`src/rtl/alarm_timer.sv`:
```
module alarm_timer #(
  parameter int CNT_W  = 16,
  parameter int ADDR_W = 5
) (
  input  logic              clk,
  input  logic              rst_n,
  input  logic              tick_en,
  input  logic [ADDR_W-1:0] addr,
  input  logic              wr_en,
  input  logic [CNT_W-1:0]  wr_data,
  input  logic              rd_en,
  output logic [CNT_W-1:0]  rd_data,
  output logic              irq
);
  localparam int IDX_W = ADDR_W - 2;
  localparam logic [IDX_W-1:0] I_CNT  = 0, I_PRE  = 1, I_ENC = 2, I_ENS = 3,
                               I_STAT = 4, I_ENAB = 5, I_STC = 6, I_STS = 7;

  logic [CNT_W-1:0] cnt_q, preset_q;
  logic             stat_q, en_q;

  wire [IDX_W-1:0] idx     = addr[ADDR_W-1:2];
  wire             aligned = (addr[1:0] == 2'b00);
  wire             wsel    = wr_en && aligned;

  wire wr_cnt   = wsel && idx == I_CNT;
  wire wr_pre   = wsel && idx == I_PRE;
  wire en_set   = wsel && idx == I_ENS && wr_data[0];
  wire en_clr   = wsel && idx == I_ENC && wr_data[0];
  wire st_set   = wsel && idx == I_STS && wr_data[0];
  wire st_clr   = wsel && idx == I_STC && wr_data[0];
  wire zero_evt = tick_en && !wr_cnt && cnt_q == '0;

  always_ff @(posedge clk or negedge rst_n) begin
    if (!rst_n) begin
      cnt_q    <= '0;
      preset_q <= '0;
      stat_q   <= 1'b0;
      en_q     <= 1'b0;
    end else begin
      if (wr_cnt)        cnt_q <= wr_data;
      else if (zero_evt) cnt_q <= preset_q;
      else if (tick_en)  cnt_q <= cnt_q - 1'b1;

      if (wr_pre) preset_q <= wr_data;

      if (st_set || zero_evt) stat_q <= 1'b1;
      else if (st_clr)        stat_q <= 1'b0;

      if (en_set)      en_q <= 1'b1;
      else if (en_clr) en_q <= 1'b0;
    end
  end

  always_comb begin
    rd_data = '0;
    if (rd_en && aligned) begin
      case (idx)
        I_CNT:   rd_data = cnt_q;
        I_PRE:   rd_data = preset_q;
        I_STAT:  rd_data[0] = stat_q;
        I_ENAB:  rd_data[0] = en_q;
        default: rd_data = '0;
      endcase
    end
  end

  assign irq = stat_q & en_q;
endmodule

```
`config.mk`:
```
export PLATFORM = sky130hd
export DESIGN_NAME = alarm_timer
export DESIGN_NICKNAME = d
export VERILOG_FILES = /design/src/rtl/alarm_timer.sv
export SDC_FILE = /design/constraint.sdc
export NUM_CORES = 1
export LEC_CHECK = 0
export BUFFER_PORTS_ARGS = -buffer_cell sky130_fd_sc_hd__buf_2
export CORE_AREA = 5 5 73 75
export CTS_CLUSTER_DIAMETER = 50
export DETAILED_ROUTE_END_ITERATION = 12
export DIE_AREA = 0 0 78 80
export GPL_TIMING_DRIVEN = 0
export PLACE_DENSITY = 0.85
export SYNTH_ARGS = -nofsm -noshare
export SYNTH_HDL_FRONTEND = slang
export SYNTH_SLANG_ARGS = --single-unit
```
`constraint.sdc`:
```
create_clock -name clk -period 2.2 [get_ports clk]
set_clock_uncertainty 0.05 [all_clocks]
set_input_delay 0.11 -clock clk [delete_from_list [all_inputs] [get_ports clk]]
set_output_delay 0.11 -clock clk [all_outputs]
set_load 0.03 [all_outputs]
```
==> flow_summary.json, run 1 <==
{
  "status": "complete, no violations",
  "core_area_sq_um": 4600,
  "fp.dieH_microns": 80,
  "slew_viol_final": 0,
  "port_buffers": 42,
  "rows": 25,
  "final_util_pct": 58.1,
  "grt_use_met3_pct": 5.53,
  "finalCriticalPeriod_ps": 2150,
  "synth_flop_cell": "dfrtp_1",
  "layout.cells.non_filler": 347,
  "max_clock_freq_mhz": 465,
  "place_congestion": 0.841,
  "worstPathMaxFanout": 7,
  "fin_crit_sh_pct": 97.7,
  "htreeDepth": 2,
  "cp-startpoint": "cnt_q[13]",
  "ys_seq_elements": 34,
  "grt_use_total_pct": 20.3,
  "multi_input_area_sq_um": 1310,
  "clkLatencyLatePin_ps": 290,
  "ff_latch_area_sq_um": 851,
  "final.fill_count": 427,
  "endpoint_kind": "flip-flop",
  "area_growth_pct": 21.9,
  "critPathKind": "flip-flop to flip-flop",
  "syn_avg_cell_area_sq_um": 9.45,
  "grtUsageMet1_pct": 24.7,
  "fin_nets": 320,
  "grt.busiest_layer": "met2",
  "synth.area.top_cells": "dfrtp_1, mux2i_1, mux2_2",
  "synth_cell_types": 46,
  "drc": 0,
  "cts_root_buf": "clkbuf_8",
  "initial_core_util_pct": 47.7,
  "cp.required_ps": 2330,
  "die_x_microns": 78,
  "vias": 2029,
  "path_clk_slew_ps": 70,
  "p_leak_nw": 1.30,
  "clock-sinks": 34,
  "antenna_left": 0,
  "drtPass1Iterations": 4,
  "grt_max_degree": 35,
  "drive_gt1_share_pct": 33.8,
  "gr-total-overflow": 0,
  "ir_drop_mv": 0.364,
  "antenna_found_initial": 0,
  "io_pins": 43,
  "yosys.area.top_type": "dfrtp_1",
  "antennaDiodeCount": 0,
  "yosysWarnings": 0,
  "use_met2_pct": 33.8,
  "syn_nets": 259,
  "power.density_nw_per_um2": 987,
  "cts_max_path_buffers": 2,
  "slew-limit-headroom_pct": 47.0,
  "routed_wl_microns": 5950,
  "worst_slew_pin_slew_ps": 795,
  "grt_pass1_vias": 2094,
  "start_kind": "flip-flop",
  "synthArstFlopShare_pct": 100,
  "dp_hpwl_microns": 4040,
  "synth-edff-count": 0,
  "r2r_start": "cnt_q[13]",
  "hold_violations": 0,
  "setup-violations-final": 0,
  "grt_pass1_wl_microns": 9940,
  "cts_buffers": 5,
  "dp_cells": 328,
  "synth-seq-area-share_pct": 38.8,
  "min_path_type": "input pin to flip-flop",
  "arrival_ps": 2270,
  "cap_violations": 0,
  "vias_per_cell": 5.85,
  "drt_iter0_markers": 124,
  "detail_route.wl_per_cell_microns": 17.1,
  "hp-start": "wr_data[14]",
  "total_power_w": 0.00264,
  "rsz0062_at_grt": "true",
  "cts_tree": "built",
  "placed_area_sq_um": 2470,
  "synth_area_sq_um": 2190,
  "dieArea_sq_um": 6240,
  "synthCells": 232,
  "design_area_sq_um": 2670,
  "yosysTopAreaCellShare_pct": 38.8
}
[layer usage]
metal	part of all wire [%]	up-vias
li1	-	970
met4	2.4	0
met5	0	-
met3	7.2	15
met1	41	973
met2	49	71
[path summary, 6_finish.rpt]
| kind | endpoint | slack, ps | cells past startpoint |
|---|---|---|---|
| max in group asynchronous | preset_q[2] | 1200 | 2 |
| worst min register to register | stat_q | 470 | 2 |
| min in group asynchronous | cnt_q[4] | 400 | 2 |
| worst min-delay path | cnt_q[14] | 10 | 3 |
| worst max register to register | cnt_q[9] | 50 | 5 |
| worst max-delay path | cnt_q[9] | 50 | 5 |
[worst max-delay path: stages (launching register included)]
cell and delay (ps):
dfrtp_1 450, nor4_2 720, nand4b_4 270, nor2_1 150, nor2_1 60, a221o_1 330
[kinds of logic after synthesis]
logic type      after synthesis  share of synthesized area, %
flops                        34                          38.8
xor+xnor                      9                          3.59
simple gates                 94                          23.4
buf+inv                      16                          3.14
compound gates               39                          11.1
mux                          39                          19.3
fa+ha+maj                     1                         0.570
[synth_stat cells, types with 5 or more instances]
master and instances:
o22ai_1 6, and3_1 7, mux2_2 17, nor3_1 5
o21ai_0 11, buf_2 7, dfrtp_1 34, a21oi_1 11
nor2_1 35, clkbuf_1 5, mux2i_1 21, xnor2_1 5
nand2_1 17
[timing repair]
item | CTS | global route
resized for setup | 3 | 7
pin swaps | 2 | 3
endpoints found under the setup margin | 11 | 14
hold buffers | 2 | 0
cloned | 0 | 1
endpoints found under the hold margin | 35 | 0
setup buffers | 4 | 5
[power by group]
group          switching (W)  internal [W]
Combinational       0.000555      0.000540
Sequential          0.000271      0.000827
Clock               0.000226      0.000218
[per-stage QoR]
| stage | hold slack, ps | worst slack (ps) | setup TNS, ps |
|---|---|---|---|
| after CTS | 7.25 | 27.3 | 0 |
| after detailed placement | 185 | -197 | -1310 |
| after global routing | 13.8 | -67.8 | -287 |
| final | 11.1 | 51.5 | 0 |
| after global placement | 168 | -136 | -827 |
| after floorplan | -236 | 95.8 | 0 |
[state kept, by name, summed over array words and instances (netlist names)]
name and flops:
cnt_q 16, preset_q 16, en_q 1, stat_q 1
[cell type report]
class                      instances  share of cell area (%)
clock buffer                       7                    2.85
sequential                        34                    31.8
tap                               54                    2.53
inverter                           3                   0.421
buffer                            13                    2.15
timing repair buffer              53                    11.1
multi-input combinational        183                    49.1
[layout by cell type, fill, tap and decap left out, types with 4 or more instances in the layout]
| master | synthesis | layout |
|---|---|---|
| mux2_2 | 17 | 17 |
| nor3_1 | 5 | 4 |
| o22ai_1 | 6 | 6 |
| mux2i_1 | 21 | 21 |
| nor2_1 | 35 | 35 |
| a21oi_1 | 11 | 11 |
| xor2_1 | 4 | 4 |
| nand3_1 | 4 | 4 |
| buf_2 | 7 | 49 |
| xnor2_1 | 5 | 5 |
| and3_1 | 7 | 7 |
| o21ai_0 | 11 | 9 |
| clkbuf_8 | 0 | 5 |
| buf_4 | 0 | 9 |
| clkbuf_1 | 5 | 7 |
| nand2_1 | 17 | 17 |
| dfrtp_1 | 34 | 34 |
Note: power is estimated with default switching activity, not from simulation.
==> inputs of run 2 (changes only) <==
--- a/config.mk
+++ b/config.mk
@@ -6,12 +6,12 @@
 export NUM_CORES = 1
 export LEC_CHECK = 0
 export BUFFER_PORTS_ARGS = -buffer_cell sky130_fd_sc_hd__buf_2
-export CORE_AREA = 5 5 73 75
+export CORE_AREA = 5 5 70 72
 export CTS_CLUSTER_DIAMETER = 50
 export DETAILED_ROUTE_END_ITERATION = 12
-export DIE_AREA = 0 0 78 80
+export DIE_AREA = 0 0 75 77
 export GPL_TIMING_DRIVEN = 0
-export PLACE_DENSITY = 0.85
+export PLACE_DENSITY = 0.88
 export SYNTH_ARGS = -nofsm -noshare
 export SYNTH_HDL_FRONTEND = slang
 export SYNTH_SLANG_ARGS = --single-unit
==> constraint.sdc (replaced) <==
create_clock -name clk -period 2.41 [get_ports clk]
set_clock_uncertainty 0.05 [all_clocks]
set_input_delay 0.1205 -clock clk [delete_from_list [all_inputs] [get_ports clk]]
set_output_delay 0.1205 -clock clk [all_outputs]
set_load 0.03 [all_outputs]
==> run 2 against run 1 <==
Against the previous run:
- via count down 2.9%
- maximum frequency down 6.3%
- worst setup slack better by 65 ps
- critical path depth up 2
- sequential cell count unchanged
- hold slack better by 6.4 ps
==> flow_summary.json, run 2 (synthesized netlist as in run 1, its figures left out) <==
{
  "cts_tree": "built",
  "arrival_ps": 2420,
  "setup-violations-final": 0,
  "dp_hpwl_microns": 3950,
  "grt_max_degree": 35,
  "clkLatencyLatePin_ps": 280,
  "fin_nets": 313,
  "gr-total-overflow": 0,
  "fp.dieH_microns": 77,
  "grt_pass1_vias": 1968,
  "dp_slack_ps": 41.4,
  "crit_chain": "inv_1 -> ha_1 -> or4b_4 -> nand4b_4 -> nor2_1 -> nor2_1 -> a221o_1",
  "tns_ps": 0,
  "fin_crit_sh_pct": 95.2,
  "slew_viol_final": 0,
  "finalCriticalPeriod_ps": 2290,
  "status": "complete, no violations",
  "grt_pass1_wl_microns": 9280,
  "hold_violations": 0,
  "clock-sinks": 34,
  "cts_max_path_buffers": 2,
  "antenna_found_initial": 0,
  "drc": 0,
  "path_clk_slew_ps": 70,
  "ir_drop_mv": 0.471,
  "slowest_stage": "or4b_4",
  "max_clock_freq_mhz": 436,
  "start_kind": "flip-flop",
  "antenna_left": 0,
  "area_growth_pct": 18.9,
  "min_path_type": "input pin to flip-flop",
  "final_cell_mix": "buf_2, nor2_1, dfrtp_1",
  "max_stage_delay_ps": 530,
  "rows": 24,
  "core_area_sq_um": 4230,
  "slew-limit-headroom_pct": 46.7,
  "detail_route.wl_per_cell_microns": 16.4,
  "power.density_nw_per_um2": 893,
  "cts_buffers": 5,
  "crit_buf_inv": 1,
  "drtPass1Iterations": 4,
  "reg.largest.list": "cnt_q: 16 flops, preset_q: 16 flops",
  "layout.cells.non_filler": 339,
  "port_buffers": 42,
  "drive_gt1_share_pct": 30.7,
  "final_util_pct": 61.6,
  "path_common_cell": "nor2_1",
  "htreeDepth": 2,
  "worst_hold_slack_ps": 17.6,
  "drt_iter0_markers": 152,
  "p_leak_nw": 1.28,
  "die_x_microns": 75,
  "layout_commonest_cell": "buf_2",
  "cts_root_buf": "clkbuf_8",
  "antennaDiodeCount": 0,
  "cap_violations": 0,
  "vias": 1970,
  "io_pins": 43,
  "initial_core_util_pct": 51.8,
  "dp_cells": 326,
  "critPathKind": "flip-flop to flip-flop",
  "grt_use_total_pct": 20.5,
  "place_congestion": 0.866,
  "cp.required_ps": 2530,
  "postLayoutSetupSlackWorst_ps": 117,
  "routed_wl_microns": 5580,
  "worst_slew_pin_slew_ps": 799,
  "vias_per_cell": 5.81,
  "endpoint_kind": "flip-flop",
  "dieArea_sq_um": 5780,
  "worstPathMaxFanout": 8,
  "cp_top_family": "simple AND/OR/NAND/NOR gates"
}
run 2: cell types whose count changed in the layout (fill, tap and decap cells not counted), sizes merged:
| cell | change |
|---|---|
| buf | -6 |
| clkinv | +1 |
| nand2 | -1 |
run 2: worst reg2reg max path: stages (launching register included):
cell and delay [ps]:
dfrtp_1 430, inv_1 130, ha_1 230, or4b_4 530
nand4b_4 260, nor2_1 170, nor2_1 60, a221o_1 320
run 2: power by group:
part / internal, W / switching, W / leakage [nW]
combinational: 0.000437 / 0.000459 / 0.802
clock: 0.000231 / 0.000207 / 0.0482
sequential: 0.000755 / 0.000239 / 0.430
run 2: layout make-up:
| cell class | instances | area, sq um |
|---|---|---|
| buffer | 13 | 57.6 |
| clock buffer | 7 | 86.3 |
| clock inverter | 1 | 5.00 |
| timing repair buffer | 47 | 253 |
| tap | 52 | 65.1 |
| multi-input combinational | 182 | 1280 |
| inverter | 3 | 11.3 |
| fill | 363 | 1630 |
| sequential | 34 | 851 |
run 2: per-layer routing:
metal / part of all wire [%] / vias up / track usage (%)
met1: 43 / 950 / 26.1
met5: 0 / - / 0
met3: 6.9 / 5 / 5.36
met4: 1.0 / 0 / 5.34
met2: 49 / 58 / 33.8
li1: - / 957 / -
run 2: worst paths after layout:
path	slack, ps	end	cells past startpoint	startpoint
setup / recovery	120	cnt_q[9]	7	cnt_q[0]
hold / removal	20	cnt_q[14]	3	wr_data[14]
setup reg to reg	120	cnt_q[9]	7	cnt_q[0]
hold reg to reg	490	preset_q[1]	1	preset_q[1]
max in group asynchronous	1390	cnt_q[8]	2	rst_n
min in group asynchronous	390	cnt_q[12]	2	rst_n
run 2: stage by stage:
stage	cell area, sq um	total power (W)
floorplan	2190	0.00165
global placement	2470	0.00183
detailed placement	2470	0.00188
CTS	2580	0.00232
global route	2610	0.00250
finish	2610	0.00233
run 2: repair_timing:
action	4_1_cts	5_1_grt
endpoints found under the setup margin	0	9
resized for setup	0	1
hold endpoints to repair	35	0
hold buffers	2	0
setup buffers	0	3
==> inputs of run 3 (changes only) <==
==> config.mk (replaced) <==
export PLATFORM = sky130hd
export DESIGN_NAME = alarm_timer
export DESIGN_NICKNAME = d
export VERILOG_FILES = /design/src/rtl/alarm_timer.sv
export SDC_FILE = /design/constraint.sdc
export NUM_CORES = 1
export LEC_CHECK = 0
export CORE_AREA = 5 5 70 72
export CTS_CLUSTER_DIAMETER = 50
export DETAILED_ROUTE_END_ITERATION = 12
export DIE_AREA = 0 0 75 77
export DONT_BUFFER_PORTS = 1
export PLACE_DENSITY = 0.79
export SYNTH_ARGS = -nofsm -noshare
export SYNTH_HDL_FRONTEND = slang
export SYNTH_SLANG_ARGS = --single-unit
==> run 3 against run 2 <==
Against the previous run:
- utilization down 1.3 points
- wire length down 4.9%
- hold slack better by 6.3 ps
- first-iteration DRC count down 28%
- critical endpoint unchanged
- worst setup slack better by 62 ps
- maximum frequency up 2.8%
- largest power group unchanged
- non-clock buffer count down 33
- final area down 2.2%
==> flow_summary.json, run 3 (synthesized netlist as in run 1, its figures left out) <==
{
  "min_path_type": "input pin to flip-flop",
  "max_clock_freq_mhz": 448,
  "vias_per_cell": 6.12,
  "power.density_nw_per_um2": 912,
  "grt_pass1_vias": 1790,
  "ir_drop_mv": 0.457,
  "initial_core_util_pct": 51.8,
  "vias": 1861,
  "grt_max_degree": 35,
  "detail_route.wl_per_cell_microns": 17.4,
  "finalCriticalPeriod_ps": 2230,
  "fp.dieH_microns": 77,
  "area_growth_pct": 16.3,
  "place_congestion": 0.872,
  "fin_crit_sh_pct": 92.6,
  "start_kind": "flip-flop",
  "grt_use_total_pct": 19.5,
  "clkLatencyLatePin_ps": 280,
  "port_buffers": 0,
  "dieArea_sq_um": 5780,
  "setup-violations-final": 0,
  "layout_commonest_cell": "nor2_1",
  "dp_hpwl_microns": 3650,
  "fin_nets": 280,
  "p_leak_nw": 1.15,
  "final_cell_mix": "nor2_1, dfrtp_1, mux2i_1",
  "path_clk_slew_ps": 70,
  "cts_tree": "built",
  "die_x_microns": 75,
  "endpoint_kind": "flip-flop",
  "io_pins": 43,
  "cp.required_ps": 2520,
  "drc": 0,
  "cts_root_buf": "clkbuf_8",
  "grt_pass1_wl_microns": 8700,
  "cts_buffers": 5,
  "routed_wl_microns": 5300,
  "cts_setup_buffers": 0,
  "hold_violations": 0,
  "drtPass1Iterations": 4,
  "critPathKind": "flip-flop to flip-flop",
  "gr-total-overflow": 0,
  "cts_max_path_buffers": 2,
  "drive_gt1_share_pct": 17.1,
  "worst_hold_slack_ps": 23.8,
  "worst_slew_pin_slew_ps": 599,
  "cap_violations": 0,
  "clock-sinks": 34,
  "rows": 24,
  "worstPathMaxFanout": 10,
  "antennaDiodeCount": 0,
  "reg.largest.list": "cnt_q: 16 flops, preset_q: 16 flops",
  "core_area_sq_um": 4230,
  "antenna_left": 0,
  "tns_ps": 0,
  "antenna_found_initial": 0,
  "status": "complete, no violations",
  "drt_iter0_markers": 110,
  "slew_viol_final": 0,
  "htreeDepth": 2,
  "rsz0062_at_grt": "false",
  "slew-limit-headroom_pct": 60.0,
  "arrival_ps": 2350
}
run 3: path summary, 6_finish.rpt:
kind,slack [ps],cells after the start,start,to
setup / recovery,180,7,cnt_q[0],cnt_q[9]
hold / removal,20,3,tick_en,cnt_q[1]
setup reg to reg,180,7,cnt_q[0],cnt_q[9]
hold reg to reg,490,1,preset_q[7],preset_q[7]
max in group asynchronous,1870,2,rst_n,cnt_q[0]
min in group asynchronous,260,2,rst_n,cnt_q[13]
run 3: repair_timing:
item                                    4_1_cts  5_1_grt
hold buffers                                 20        0
endpoints found under the hold margin        68        0
endpoints found under the setup margin        0        5
resized for setup                             0        1
run 3: critical path, stage by stage, from the launching register on:
cell      delay (ps)
dfrtp_1          410
inv_1            120
ha_1             220
or4b_4           530
nand4b_4         270
nor2_1           140
nor2_1            60
a221o_1          320
run 3: per-stage QoR:
step	total power (W)	instance area, sq um	worst slack (ps)	util, %	cells
final	0.00233	2550	178	60.3	304
after global routing	0.00250	2550	55.2	60.3	304
after CTS	0.00232	2550	73.1	60.1	304
after detailed placement	0.00186	2250	79.8	53.2	278
after global placement	0.00183	2250	186	53.2	278
after floorplan	0.00165	2190	306	-	232
run 3: report_power, final:
part	total (W)	switching (W)	leakage [nW]	internal, W
Clock	0.000410	0.000189	0.0431	0.000220
Combinational	0.000884	0.000413	0.678	0.000471
Sequential	0.00103	0.000277	0.430	0.000756
Total	0.00233	0.000879	1.15	0.00145
run 3: per-layer routing:
layer | GRT usage [%] | wire [microns] | up-vias
li1 | - | - | 890
met1 | 27.8 | 2320 | 893
met2 | 28.6 | 2490 | 69
met3 | 4.84 | 407 | 9
met4 | 6.23 | 76 | 0
met5 | 0 | 0 | -
run 3: cell type report:
cell class | count | area (sq um)
inverter | 3 | 11.3
tap | 52 | 65.1
sequential | 34 | 851
fill | 356 | 1680
timing repair buffer | 27 | 263
multi-input combinational | 182 | 1280
clock buffer | 6 | 82.6
